## src/rtl/framer_pkg.sv

```systemverilog
package framer_pkg;

  localparam int WORD_W       = 32;
  localparam int PREFIX_WORDS = 5;
  localparam int HDR_LEN_W    = 16;
  localparam int CNT_W        = 4;
  localparam logic [3:0] PKT_KIND = 4'h1;

  typedef enum logic [2:0] {
    ST_IDLE, ST_HDR, ST_SID, ST_SEC, ST_FHI, ST_FLO, ST_FIRST, ST_BODY
  } frameState_t;

  typedef enum logic [2:0] {
    SEL_HDR, SEL_SID, SEL_SEC, SEL_FHI, SEL_FLO, SEL_HELD, SEL_LIVE
  } wordSel_t;

  // Strobes from control to datapath
  typedef struct packed {
    logic     capture;   // first sample accepted this cycle
    logic     pktDone;   // last payload word handed over this cycle
    wordSel_t wordSel;   // which word drives the output
  } ctrlStrobe_t;

endpackage

```

## src/rtl/framer_late_cmp.sv

```systemverilog
module framer_late_cmp #(
  parameter int SEC_W   = 32,
  parameter int FRAC_W  = 64,
  parameter bit ENABLE  = 1'b1
) (
  input  logic [SEC_W-1:0]  timeSec,
  input  logic [FRAC_W-1:0] timeFrac,
  input  logic [SEC_W-1:0]  startSec,
  input  logic [FRAC_W-1:0] startFrac,
  input  logic              startEn,
  output logic              isLate
);

  localparam int FULL_W = SEC_W + FRAC_W;

  generate
    if (ENABLE) begin : gen_cmp
      logic [FULL_W-1:0] nowTime;
      logic [FULL_W-1:0] armTime;
      always_comb begin
        nowTime = {timeSec, timeFrac};
        armTime = {startSec, startFrac};
        isLate  = startEn && (nowTime > armTime);
      end
    end else begin : gen_off
      assign isLate = 1'b0;
    end
  endgenerate

endmodule

```

## src/rtl/framer_ctrl.sv

```systemverilog
module framer_ctrl
  import framer_pkg::*;
#(
  parameter int LEN_W = 16
) (
  input  logic             clk,
  input  logic             rstN,
  input  logic             inValid,
  input  logic             outReady,
  input  logic [LEN_W-1:0] pktLen,
  output logic             inReady,
  output logic             outValid,
  output logic             outSop,
  output logic             outEop,
  output logic [LEN_W-1:0] effLen,
  output ctrlStrobe_t      strobe
);

  frameState_t      stateQ, stateNext;
  logic [LEN_W-1:0] remainQ, remainNext;
  logic             lastOne;

  always_comb begin
    effLen = (pktLen == '0) ? LEN_W'(1) : pktLen;
  end

  assign lastOne = (remainQ == LEN_W'(1));

  always_comb begin
    inReady        = 1'b0;
    outValid       = 1'b0;
    outSop         = 1'b0;
    outEop         = 1'b0;
    strobe         = '0;
    strobe.wordSel = SEL_HDR;
    stateNext      = stateQ;
    remainNext     = remainQ;
    unique case (stateQ)
      ST_IDLE: begin
        inReady = 1'b1;
        if (inValid) begin
          strobe.capture = 1'b1;
          remainNext     = effLen;
          stateNext      = ST_HDR;
        end
      end
      ST_HDR: begin
        outValid       = 1'b1;
        outSop         = 1'b1;
        strobe.wordSel = SEL_HDR;
        if (outReady) stateNext = ST_SID;
      end
      ST_SID: begin
        outValid       = 1'b1;
        strobe.wordSel = SEL_SID;
        if (outReady) stateNext = ST_SEC;
      end
      ST_SEC: begin
        outValid       = 1'b1;
        strobe.wordSel = SEL_SEC;
        if (outReady) stateNext = ST_FHI;
      end
      ST_FHI: begin
        outValid       = 1'b1;
        strobe.wordSel = SEL_FHI;
        if (outReady) stateNext = ST_FLO;
      end
      ST_FLO: begin
        outValid       = 1'b1;
        strobe.wordSel = SEL_FLO;
        if (outReady) stateNext = ST_FIRST;
      end
      ST_FIRST: begin
        outValid       = 1'b1;
        outEop         = lastOne;
        strobe.wordSel = SEL_HELD;
        if (outReady) begin
          if (lastOne) begin
            strobe.pktDone = 1'b1;
            stateNext      = ST_IDLE;
          end else begin
            remainNext = remainQ - LEN_W'(1);
            stateNext  = ST_BODY;
          end
        end
      end
      ST_BODY: begin
        outValid       = inValid;
        inReady        = outReady;
        outEop         = lastOne;
        strobe.wordSel = SEL_LIVE;
        if (inValid && outReady) begin
          if (lastOne) begin
            strobe.pktDone = 1'b1;
            stateNext      = ST_IDLE;
          end else begin
            remainNext = remainQ - LEN_W'(1);
          end
        end
      end
      default: stateNext = ST_IDLE;
    endcase
  end

  always_ff @(posedge clk or negedge rstN) begin
    if (!rstN) begin
      stateQ  <= ST_IDLE;
      remainQ <= '0;
    end else begin
      stateQ  <= stateNext;
      remainQ <= remainNext;
    end
  end

  // a taken first sample closes the input for the next cycle
  assert_first_blocks_input_R5: assert property (@(posedge clk) disable iff (!rstN)
    (stateQ == ST_IDLE && inValid && inReady) |=> !inReady);

  // after the end marker is handed over, nothing is offered next cycle
  assert_eop_then_idle_R6: assert property (@(posedge clk) disable iff (!rstN)
    (outValid && outReady && outEop) |=> !outValid);

  // the remaining-sample count never runs dry inside a packet
  assert_remain_nonzero_R6: assert property (@(posedge clk) disable iff (!rstN)
    (stateQ != ST_IDLE) |-> (remainQ != '0));

  // the start marker appears once per packet
  assert_single_sop_R3: assert property (@(posedge clk) disable iff (!rstN)
    (outValid && outReady && outSop) |=> !outSop);

endmodule

```

## src/rtl/framer_dp.sv

```systemverilog
module framer_dp
  import framer_pkg::*;
#(
  parameter int LEN_W      = 16,
  parameter bit LATE_CHECK = 1'b1
) (
  input  logic              clk,
  input  logic              rstN,
  input  ctrlStrobe_t       strobe,
  input  logic              outValid,
  input  logic              outReady,
  input  logic [WORD_W-1:0] inData,
  input  logic [31:0]       timeSec,
  input  logic [63:0]       timeFrac,
  input  logic [31:0]       streamId,
  input  logic [LEN_W-1:0]  effLen,
  input  logic              startEn,
  input  logic [31:0]       startSec,
  input  logic [63:0]       startFrac,
  output logic [WORD_W-1:0] outData
);

  logic [WORD_W-1:0]    heldSample;
  logic [31:0]          capSec;
  logic [63:0]          capFrac;
  logic [31:0]          capSid;
  logic [HDR_LEN_W-1:0] capWords;
  logic                 lateFlag;
  logic [CNT_W-1:0]     pktCount;
  logic                 lateNow;
  logic [HDR_LEN_W-1:0] totalWords;
  logic [WORD_W-1:0]    hdrWord;

  framer_late_cmp #(
    .SEC_W (32),
    .FRAC_W(64),
    .ENABLE(LATE_CHECK)
  ) lateCmp_i (
    .timeSec  (timeSec),
    .timeFrac (timeFrac),
    .startSec (startSec),
    .startFrac(startFrac),
    .startEn  (startEn),
    .isLate   (lateNow)
  );

  assign totalWords = HDR_LEN_W'(effLen) + HDR_LEN_W'(PREFIX_WORDS);

  always_ff @(posedge clk or negedge rstN) begin
    if (!rstN) begin
      heldSample <= '0;
      capSec     <= '0;
      capFrac    <= '0;
      capSid     <= '0;
      capWords   <= '0;
      lateFlag   <= 1'b0;
    end else if (strobe.capture) begin
      heldSample <= inData;
      capSec     <= timeSec;
      capFrac    <= timeFrac;
      capSid     <= streamId;
      capWords   <= totalWords;
      lateFlag   <= lateNow;
    end
  end

  always_ff @(posedge clk or negedge rstN) begin
    if (!rstN) begin
      pktCount <= '0;
    end else if (strobe.pktDone) begin
      pktCount <= pktCount + CNT_W'(1);
    end
  end

  assign hdrWord = {PKT_KIND, lateFlag, 7'b0, pktCount, capWords};

  always_comb begin
    unique case (strobe.wordSel)
      SEL_HDR:  outData = hdrWord;
      SEL_SID:  outData = capSid;
      SEL_SEC:  outData = capSec;
      SEL_FHI:  outData = capFrac[63:32];
      SEL_FLO:  outData = capFrac[31:0];
      SEL_HELD: outData = heldSample;
      SEL_LIVE: outData = inData;
      default:  outData = '0;
    endcase
  end

  // a prefix or held word offered but not taken stays put
  assert_hold_on_stall_R9: assert property (@(posedge clk) disable iff (!rstN)
    (outValid && !outReady && strobe.wordSel != SEL_LIVE) |=> $stable(outData));

  // packet number advances by exactly one per finished packet
  assert_count_step_R8: assert property (@(posedge clk) disable iff (!rstN)
    strobe.pktDone |=> (pktCount == $past(pktCount) + CNT_W'(1)));

  // no late mark without the check armed
  assert_late_needs_enable_R7: assert property (@(posedge clk) disable iff (!rstN)
    (strobe.capture && !startEn) |=> !lateFlag);

endmodule

```

## src/rtl/sample_packet_framer.sv

```systemverilog
module sample_packet_framer
  import framer_pkg::*;
#(
  parameter int LEN_W      = 16,
  parameter bit LATE_CHECK = 1'b1
) (
  input  logic             clk,
  input  logic             rstN,
  input  logic             inValid,
  output logic             inReady,
  input  logic [31:0]      inData,
  output logic             outValid,
  input  logic             outReady,
  output logic [31:0]      outData,
  output logic             outSop,
  output logic             outEop,
  input  logic [31:0]      timeSec,
  input  logic [63:0]      timeFrac,
  input  logic [31:0]      streamId,
  input  logic [LEN_W-1:0] pktLen,
  input  logic             startEn,
  input  logic [31:0]      startSec,
  input  logic [63:0]      startFrac
);

  ctrlStrobe_t      strobe;
  logic [LEN_W-1:0] effLen;

  framer_ctrl #(.LEN_W(LEN_W)) ctrl_i (
    .clk     (clk),
    .rstN    (rstN),
    .inValid (inValid),
    .outReady(outReady),
    .pktLen  (pktLen),
    .inReady (inReady),
    .outValid(outValid),
    .outSop  (outSop),
    .outEop  (outEop),
    .effLen  (effLen),
    .strobe  (strobe)
  );

  framer_dp #(.LEN_W(LEN_W), .LATE_CHECK(LATE_CHECK)) dp_i (
    .clk      (clk),
    .rstN     (rstN),
    .strobe   (strobe),
    .outValid (outValid),
    .outReady (outReady),
    .inData   (inData),
    .timeSec  (timeSec),
    .timeFrac (timeFrac),
    .streamId (streamId),
    .effLen   (effLen),
    .startEn  (startEn),
    .startSec (startSec),
    .startFrac(startFrac),
    .outData  (outData)
  );

endmodule

```

## config.mk

```make
export PLATFORM = sky130hd
export DESIGN_NAME = sample_packet_framer
export DESIGN_NICKNAME = d
export VERILOG_FILES = /design/src/rtl/framer_pkg.sv /design/src/rtl/framer_late_cmp.sv /design/src/rtl/framer_ctrl.sv /design/src/rtl/framer_dp.sv /design/src/rtl/sample_packet_framer.sv
export SDC_FILE = /design/constraint.sdc
export NUM_CORES = 1
export LEC_CHECK = 0
export ABC_AREA = 0
export ABC_CLOCK_PERIOD_IN_PS = 2400
export BUFFER_PORTS_ARGS = -buffer_cell sky130_fd_sc_hd__buf_2
export CAP_MARGIN = 10
export CORE_ASPECT_RATIO = 1.2
export CORE_MARGIN = 2
export CORE_UTILIZATION = 50
export DETAILED_ROUTE_END_ITERATION = 8
export PLACE_DENSITY = 0.77
export SYNTH_ARGS = -nofsm -noshare
export SYNTH_HDL_FRONTEND = slang
export SYNTH_HIERARCHICAL = 1
export SYNTH_SLANG_ARGS = --single-unit
```

## constraint.sdc

```tcl
create_clock -name clk -period 2.4 [get_ports clk]
set_input_delay 0.24 -clock clk [delete_from_list [all_inputs] [get_ports clk]]
set_output_delay 0.24 -clock clk [all_outputs]
set_load 0.01 [all_outputs]
```

Yosys cells after proc, flatten, opt, wreduce, memory -nomap -nowiden
Index checks and enable logic that the tools add are counted.
{"block": "word_totals", "reg_bits": 200, "inputBits": 277, "output_inout_bits": 36, "wordCells": 75}
{"block": "classes", "addsub": 3, "magnitude_cmp": 1, "n_eq_ne": 23, "muxes": 29, "reduce_logical": 10}
{"op": "case mux 32 bit (7 select lines)", "count": 1}
{"op": "greater-than comparator 96 bit", "count": 1}
{"op": "two-way mux 16 bit", "count": 5}
{"op": "case mux 16 bit (3 select lines)", "count": 1}
{"op": "two-way mux 3 bit", "count": 10}
{"op": "case mux 3 bit (8 select lines)", "count": 1}
{"op": "equality test 3 bit, second input constant", "count": 7}
{"op": "case mux 3 bit (6 select lines)", "count": 1}
{"op": "adder 16 x 3 -> 16 bit, second input constant", "count": 1}
{"op": "equality test 16 x 1 -> 1 bit, second input constant", "count": 1}
{"op": "zero test 16 bit", "count": 1}
{"op": "subtractor 16 x 1 -> 16 bit, second input constant", "count": 1}
{"op": "!= test 2 bit, second input constant", "count": 7}
{"op": "equality test 3 x 2 -> 1 bit, second input constant", "count": 4}
{"op": "AND reduction 9 bit", "count": 1}
{"op": "two-way mux 1 bit", "count": 7}
{"op": "equality test 3 x 1 -> 1 bit, second input constant", "count": 2}
{"op": "zero test 3 bit", "count": 2}
{"op": "case mux 1 bit (2 select lines)", "count": 3}
{"op": "OR reduction 6 bit", "count": 1}
{"op": "adder 4 x 1 -> 4 bit, second input constant", "count": 1}
{"op": "!= test 2 x 1 -> 1 bit, second input constant", "count": 2}
{"op": "AND reduction 4 bit", "count": 1}
{"op": "nonzero test 3 bit", "count": 1}
{"op": "other kinds (2)", "count": 3}

Longest topological paths before layout
Gate-level depths: netlist of run 1.
{"block": "logic_depth", "depth_word": 4, "depth_mapped": 10, "depth_no_buf": 9}

Cells and area by module
The synthesis of run 1 kept the hierarchy.
{"module": "framer_dp", "n_inst": 1, "cells_each": 682, "area_per_inst_um2": 8663.3, "seq_area_each_um2": 4529.3}
{"module": "framer_late_cmp", "n_inst": 1, "cells_each": 345, "area_per_inst_um2": 2419.8, "seq_area_each_um2": 0.0}
{"module": "framer_ctrl", "n_inst": 1, "cells_each": 212, "area_per_inst_um2": 1665.3, "seq_area_each_um2": 475.5}

Worst setup path before layout of run 1
OpenSTA, ideal clock, no wires.
{"block": "synth_timing", "path_kind": "register to output", "start": "reg ctrl_i.stateQ[1]", "end": "out outData[20]", "arrival_time_ps": 1922, "t_required_ps": 2160, "setup_slack_ps": 238, "path_stages_with_launch": 9, "n_path_buf": 3, "cell_sequence": "dfrtp_1 -> clkbuf_1 -> nor2_1 -> nor2b_1 -> buf_4 -> buf_4 -> mux2_2 -> a221oi_1 -> a21oi_1"}
{"item": "start, declared", "line_no": "framer_ctrl.sv:19", "source": "frameState_t stateQ, stateNext;"}
{"item": "start signal, assigned", "line_no": "framer_ctrl.sv:110", "source": "stateQ <= stateNext;"}
{"item": "end, declared", "line_no": "sample_packet_framer.sv:14", "source": "output logic [31:0] outData,"}

==> impl_metrics.env, run 1 <==
export IMPL_syn_inst=1239
export IMPL_comb_power_share_pct=22.6
export IMPL_grt_pass1_vias=12500
export IMPL_setup_viol=34
export IMPL_leakagePower_nw=8.87
export IMPL_worst_slack_ns=-0.322
export IMPL_rsz0062_at_grt="true"
export IMPL_worstRegToRegCells=13
export IMPL_cp_buffers_inverters=6
export IMPL_die_h_um=179
export IMPL_rows=64
export IMPL_vias=12300
export IMPL_wl_per_cell_um=24.3
export IMPL_final_common_cell="buf_2"
export IMPL_cp_cell_sequence="buf_4 > nor2_4 > nor2_4 > buf_12 > buf_12 > clkinvlp_4 > buf_6 > nor2_1 > a311oi_2 > a21oi_2 > buf_2"
export IMPL_synth_top_cell_area_share_pct=39.3
export IMPL_synth_flop_cell="dfrtp_1"
export IMPL_wl_mm=48.5
export IMPL_place_gp_congestion=0.941
export IMPL_clkPwrFrac_pct=31.0
export IMPL_pre_cts_slack_ns=-0.276
export IMPL_fmax_mhz=367
export IMPL_core_mm2=0.0253
export IMPL_drt_iter0_markers=950
export IMPL_hpwl_mm=34.7
export IMPL_critPathMaxFanout=9
export IMPL_syn_avg_cell_area_um2=10.3
export IMPL_p_switching_mw=2.96
export IMPL_first_pass_iters=6
export IMPL_crit_start="ctrl_i/stateQ[1]"
export IMPL_crit_required_ns=2.16
export IMPL_path_depth=11
export IMPL_p_seq_share_pct=46.4
export IMPL_power_density_mw_per_mm2=544
export IMPL_hold_path_class="in2reg"
export IMPL_die_area_mm2=0.0268
export IMPL_setup_worst_path_class="reg2out"
export IMPL_finalMaxSlewViolations=0
export IMPL_h_tree_depth=4
export IMPL_crit_end="outData[30]"
export IMPL_synth_area_leaders="dfrtp_1 39%, mux2_2 16%, ha_1 9.8%"
export IMPL_synth_edf_count=0
export IMPL_fin_hold_ws_ns=0.0168
export IMPL_ant_nets=0
export IMPL_max_slew_margin_pct=26.6
export IMPL_io_pins=313
export IMPL_met1_length_mm=16.1
export IMPL_synth_seq_area_share_pct=39.3
export IMPL_grt_max_degree=54
export IMPL_min_period_over_period_pct=113
export IMPL_clkLatencyLatePin_ns=0.45
export IMPL_final_cell_mix="299 x buf_2, 198 x dfrtp_1, 176 x mux2_2"
export IMPL_antenna_found_initial=5
export IMPL_syn_cell_area_mm2=0.0127
export IMPL_violations="negative setup slack"
export IMPL_fin_nets=2028
export IMPL_start_util_pct=50.4
export IMPL_synth_area_leader_cell="dfrtp_1"
export IMPL_drt_vias_per_instance=6.13
export IMPL_critical_path_arrival_ns=2.48
export IMPL_max_cap_viol_count=0
export IMPL_worstReg2RegEnd="dp_i/capFrac[58]"
export IMPL_clkTransAtPathRegs_ns=0.08
export IMPL_ir_worst_vdd_v=0.000496
export IMPL_wl_met2_mm=23.3
export IMPL_status="complete, but fails checks"
export IMPL_slowest_delay_ns=0.44
export IMPL_grt_use_total_pct=34.8
export IMPL_wl_met3_mm=4.40
export IMPL_tightest_slew_ns=1.07
export IMPL_rr_startpoint="ctrl_i/stateQ[1]"
export IMPL_cts_sinks=200
export IMPL_syn2layout_area_growth_pct=35.1
export IMPL_grt_overflow=0
export IMPL_grt_pass1_wl_mm=69.4
export IMPL_die_w_um=150
export IMPL_swShare_pct=31.5
export IMPL_endpoint_kind="primary output"
export IMPL_root_buffer="clkbuf_16"
export IMPL_cpMaxStageDelayCell="dfrtp_2"
export IMPL_top_layer_used="met4"
export IMPL_cts_tree="built"
export IMPL_critPathLaunchType="register"
export IMPL_cpLargestDelayFamily="buffers and inverters"
export IMPL_internal_power_mw=6.41
export IMPL_synth_warnings=6
export IMPL_ys_async_sr_fraction_pct=100
export IMPL_rrSetupSlack_ns=0
export IMPL_drc=0
export IMPL_finalHoldViolations=0
export IMPL_synth_distinct_cells=74
export IMPL_drive_gt1_share_pct=47.5
export IMPL_ys_ff_latch=200
export IMPL_finClkSkew_ns=0.00941
export IMPL_cts_buffer_depth=2
export IMPL_synthesis_nets=1616
export IMPL_numPortBuffers=312
export IMPL_cts_buffers=17
export IMPL_finalCriticalPeriod_ns=2.72
==> flip-flops by register name, summed over array words and instances, names as in the netlist <==
| name | cells |
|---|---|
| dp_i/capSid | 32 |
| dp_i/lateFlag | 1 |
| dp_i/pktCount | 4 |
| ctrl_i/remainQ | 16 |
| ctrl_i/stateQ | 3 |
| dp_i/capWords | 16 |
| dp_i/capFrac | 64 |
| dp_i/heldSample | 32 |
| dp_i/capSec | 32 |
==> cell families (layout without fill, tap and decap cells) <==
family	after synthesis	count (layout)	synth area share (%)
AOI/OAI and AO/OA	274	274	14.2
xor gates and xnor gates	15	15	1.03
buffers and inverters	189	613	6.55
muxes	218	218	19.1
adders and majority gates	100	100	9.81
other	0	5	0
and+or+nand+nor	243	244	10.1
DFF	200	200	39.3
==> how the worst min path moves through the flow <==
| stage | startpoint | end | slack, ns | cells past startpoint |
|---|---|---|---|---|
| floorplan | rstN | ctrl_i/remainQ[0] | -0.06 | 0 |
| global placement | rstN | dp_i/capFrac[38] | 0.24 | 1 |
| detailed placement | rstN | dp_i/capFrac[38] | 0.24 | 1 |
| CTS | streamId[25] | dp_i/capSid[25] | 0.009 | 2 |
| global route | streamId[17] | dp_i/capSid[17] | 0.01 | 2 |
| finish | streamId[25] | dp_i/capSid[25] | 0.02 | 2 |
==> power groups by stage <==
stage               Combinational, mW  Sequential [mW]  Clock, mW
floorplan                        1.23             4.16          0
global placement                 1.89             4.32          0
detailed placement               1.95             4.35          0
CTS                              2.02             4.31       2.91
global route                     2.30             4.40       3.06
finish                           2.12             4.35       2.91
==> area by class of cell <==
cell class / instances / area (um2)
fillers: 1838 / 8090
multi-input cells: 851 / 7440
flip-flops and latches: 200 / 5010
repair buffers: 471 / 3340
clock buffers: 18 / 439
inverters: 110 / 433
well taps: 330 / 413
clock inverters: 14 / 138
diodes: 5 / 12.5
==> stage by stage <==
step	power (mW)	utilization [%]	std cells	setup TNS, ns	instance area [um2]
3_3_place_gp	6.21	60.2	1902	-0.141	15200
4_1_cts	9.24	66.3	1974	-4.78	16800
2_1_floorplan	5.39	-	1239	0	12700
5_1_grt	9.76	68.0	1998	-10.28	17200
6_report	9.37	68.0	1999	-6.82	17200
3_5_place_dp	6.30	60.2	1902	-0.276	15200
==> worst register-to-register path, cell delays in order (launching register included) <==
cell and delay, ns:
dfrtp_2 0.44, buf_4 0.15, nor2_4 0.12, buf_6 0.11
buf_4 0.09, buf_4 0.09, buf_4 0.09, buf_4 0.09
buf_4 0.10, nand3_4 0.10, clkinv_8 0.11, buf_4 0.13
buf_12 0.23, mux2_2 0.42
==> per-layer routing <==
layer | global-route usage, % | up-vias
met5 | 0 | -
met4 | 27.0 | 0
met3 | 9.72 | 268
met2 | 58.7 | 758
met1 | 36.7 | 5903
li1 | - | 5334
==> Yosys cell counts, types with 3 or more instances <==
master / instances
dfrtp_1: 200
mux2_2: 185
inv_1: 108
ha_1: 100
a21oi_1: 96
nor2_1: 73
nand2_1: 50
o21ai_0: 33
buf_2: 31
mux2i_1: 31
clkbuf_1: 29
nand4_1: 24
a22oi_1: 22
nor3_1: 19
nand3_1: 17
a21o_1: 16
a221oi_1: 15
xnor2_1: 13
nor4_1: 12
a31oi_1: 10
buf_6: 8
nor2b_1: 8
a211oi_1: 7
buf_4: 7
o21ai_1: 7
o22ai_1: 7
a22o_1: 6
and2_1: 6
nand2b_1: 6
a222oi_1: 5
a31o_2: 5
a221o_1: 4
a32oi_1: 4
buf_1: 4
nor3b_1: 4
or3_1: 4
a41o_1: 3
o221ai_1: 3
o31a_1: 3
o41ai_1: 3
==> what timing repair did <==
item | CTS | global route
pin swaps | 25 | 35
setup buffers | 34 | 22
hold endpoints to repair | 46 | 0
gates cloned | 5 | 4
endpoints found under the setup margin | 33 | 162
hold buffers | 1 | 0
resized for setup | 132 | 66
Note: power is estimated with default switching activity, not from simulation.
==> inputs of run 2 (changes only) <==
--- a/config.mk
+++ b/config.mk
@@ -13,7 +13,7 @@
 export CORE_MARGIN = 2
 export CORE_UTILIZATION = 50
 export DETAILED_ROUTE_END_ITERATION = 8
-export PLACE_DENSITY = 0.77
+export PLACE_DENSITY = 0.84
 export SYNTH_ARGS = -nofsm -noshare
 export SYNTH_HDL_FRONTEND = slang
 export SYNTH_HIERARCHICAL = 1
==> impl_metrics.env, run 2 (synthesis results as in run 1) <==
export IMPL_place_inst=1894
export IMPL_p_seq_share_pct=46.9
export IMPL_drive_gt1_share_pct=46.8
export IMPL_wl_per_cell_um=23.3
export IMPL_syn2layout_area_growth_pct=33.0
export IMPL_setup_viol=32
export IMPL_grt_overflow=0
export IMPL_p_switching_mw=2.92
export IMPL_rr_startpoint="ctrl_i/remainQ[1]"
export IMPL_violations="negative setup slack"
export IMPL_status="complete, but fails checks"
export IMPL_finalMaxSlewViolations=0
export IMPL_crit_required_ns=2.16
export IMPL_setup_worst_path_class="reg2out"
export IMPL_grt_pass1_vias=12300
export IMPL_crit_end="outData[16]"
export IMPL_largest_register_ffs=64
export IMPL_critical_path_arrival_ns=2.50
export IMPL_leakagePower_nw=8.70
export IMPL_die_w_um=150
export IMPL_rrSetupSlack_ns=0.13
export IMPL_grt_use_total_pct=33.1
export IMPL_place_gp_congestion=0.929
export IMPL_pre_cts_slack_ns=-0.196
export IMPL_wl_mm=46.0
export IMPL_critPathLaunchType="register"
export IMPL_root_buffer="clkbuf_16"
export IMPL_cts_buffers=17
export IMPL_setup_tns_ns=-7.58
export IMPL_cts_buffer_depth=2
export IMPL_hpwl_mm=33.4
export IMPL_endpoint_kind="primary output"
export IMPL_power_density_mw_per_mm2=544
export IMPL_final_cell_mix="297 x buf_2, 198 x dfrtp_1, 182 x mux2_2"
export IMPL_rows=64
export IMPL_worstReg2RegEnd="ctrl_i/stateQ[1]"
export IMPL_finalPower_mw=9.23
export IMPL_fin_hold_ws_ns=0.0295
export IMPL_worst_slack_ns=-0.340
export IMPL_grt_pass1_wl_mm=66.5
export IMPL_fmax_mhz=365
export IMPL_final_area_mm2=0.0170
export IMPL_ir_worst_vdd_v=0.000436
export IMPL_finClkSkew_ns=0.0109
export IMPL_drt_vias_per_instance=6.09
export IMPL_internal_power_mw=6.31
export IMPL_rsz0062_at_grt="true"
export IMPL_worstRegToRegCells=6
export IMPL_start_util_pct=50.4
export IMPL_place_area_mm2=0.0152
export IMPL_numPortBuffers=312
export IMPL_core_mm2=0.0253
export IMPL_vias=12100
export IMPL_drt_iter0_markers=1060
export IMPL_grt_max_degree=69
export IMPL_tightest_slew_ns=0.841
export IMPL_drc=0
export IMPL_regMostFlops="dp_i/capFrac"
export IMPL_finalHoldViolations=0
export IMPL_antenna_found_initial=8
export IMPL_comb_power_share_pct=22.4
export IMPL_crit_start="ctrl_i/stateQ[2]"
export IMPL_ant_nets=0
export IMPL_clkTransAtPathRegs_ns=0.08
export IMPL_final_common_cell="buf_2"
export IMPL_cts_sinks=200
export IMPL_die_h_um=179
export IMPL_fin_cells=1979
export IMPL_swShare_pct=31.6
export IMPL_hold_path_class="in2reg"
export IMPL_die_area_mm2=0.0268
export IMPL_cts_tree="built"
export IMPL_finalCriticalPeriod_ns=2.74
export IMPL_fin_util_pct=67.0
export IMPL_max_slew_margin_pct=42.5
export IMPL_h_tree_depth=4
export IMPL_max_cap_viol_count=0
export IMPL_min_period_over_period_pct=114
export IMPL_critPathMaxFanout=5
export IMPL_clkLatencyLatePin_ns=0.44
export IMPL_io_pins=313
export IMPL_first_pass_iters=6
export IMPL_clkPwrFrac_pct=30.7
export IMPL_fin_nets=2006
## run 2: cell types whose count changed in the layout (fill, tap and decap cells not counted), moves of 3 or more
cell,before,now
mux2_2,176,182
buf_6,35,23
a221oi_4,2,5
nor2_2,1,4
mux2_4,9,3
buf_12,20,17
inv_6,6,3
buf_8,3,6
buf_4,105,100
## run 2: layout make-up
class / instances / area, um2
Fill cell: 1842 / 8350
Antenna cell: 7 / 17.5
Clock inverter: 12 / 131
Inverter: 110 / 425
Tap cell: 330 / 413
Sequential cell: 200 / 5010
Clock buffer: 20 / 447
Timing Repair Buffer: 450 / 3100
Multi-Input combinational cell: 850 / 7420
## run 2: critical path, cell delays in order, from the launching register on
cell,delay (ns)
dfrtp_2,0.45
nor2_4,0.16
nor2_4,0.05
buf_12,0.13
buf_16,0.13
nor2b_4,0.14
buf_12,0.13
a22o_1,0.23
a222oi_1,0.27
o21ai_1,0.17
buf_2,0.19
## run 2: metal layers
layer	GRT usage, %	vias up	routed length (um)
met3	7.40	226	3870
met4	22.5	2	3870
met2	57.6	690	22800
li1	-	5300	-
met1	35.8	5837	15500
met5	0	-	11
## run 2: worst min path at each step
| stage | from | end | slack (ns) | cells after the start |
|---|---|---|---|---|
| final | streamId[9] | dp_i/capSid[9] | 0.03 | 2 |
| after global routing | streamId[17] | dp_i/capSid[17] | 0.02 | 2 |
| after CTS | streamId[17] | dp_i/capSid[17] | 0.02 | 2 |
| after detailed placement | rstN | dp_i/capSid[6] | 0.30 | 1 |
| after global placement | rstN | dp_i/capSid[7] | 0.29 | 1 |
| after floorplan | rstN | ctrl_i/remainQ[0] | -0.06 | 0 |
## run 2: power groups by stage
stage	combinational [mW]	sequential [mW]	clock, mW
after floorplan	1.23	4.16	0
after global placement	1.88	4.31	0
after detailed placement	1.95	4.34	0
after CTS	1.99	4.29	2.85
after global routing	2.25	4.39	2.99
final	2.07	4.33	2.83
## run 2: what timing repair did
| action | 4_1_cts | 5_1_grt |
|---|---|---|
| hold buffers | 1 | 0 |
| hold endpoints to repair | 62 | 0 |
| setup buffers | 26 | 20 |
| pin swaps | 20 | 35 |
| setup endpoints to repair | 33 | 33 |
| gates resized for setup | 93 | 74 |
| cloned | 4 | 0 |
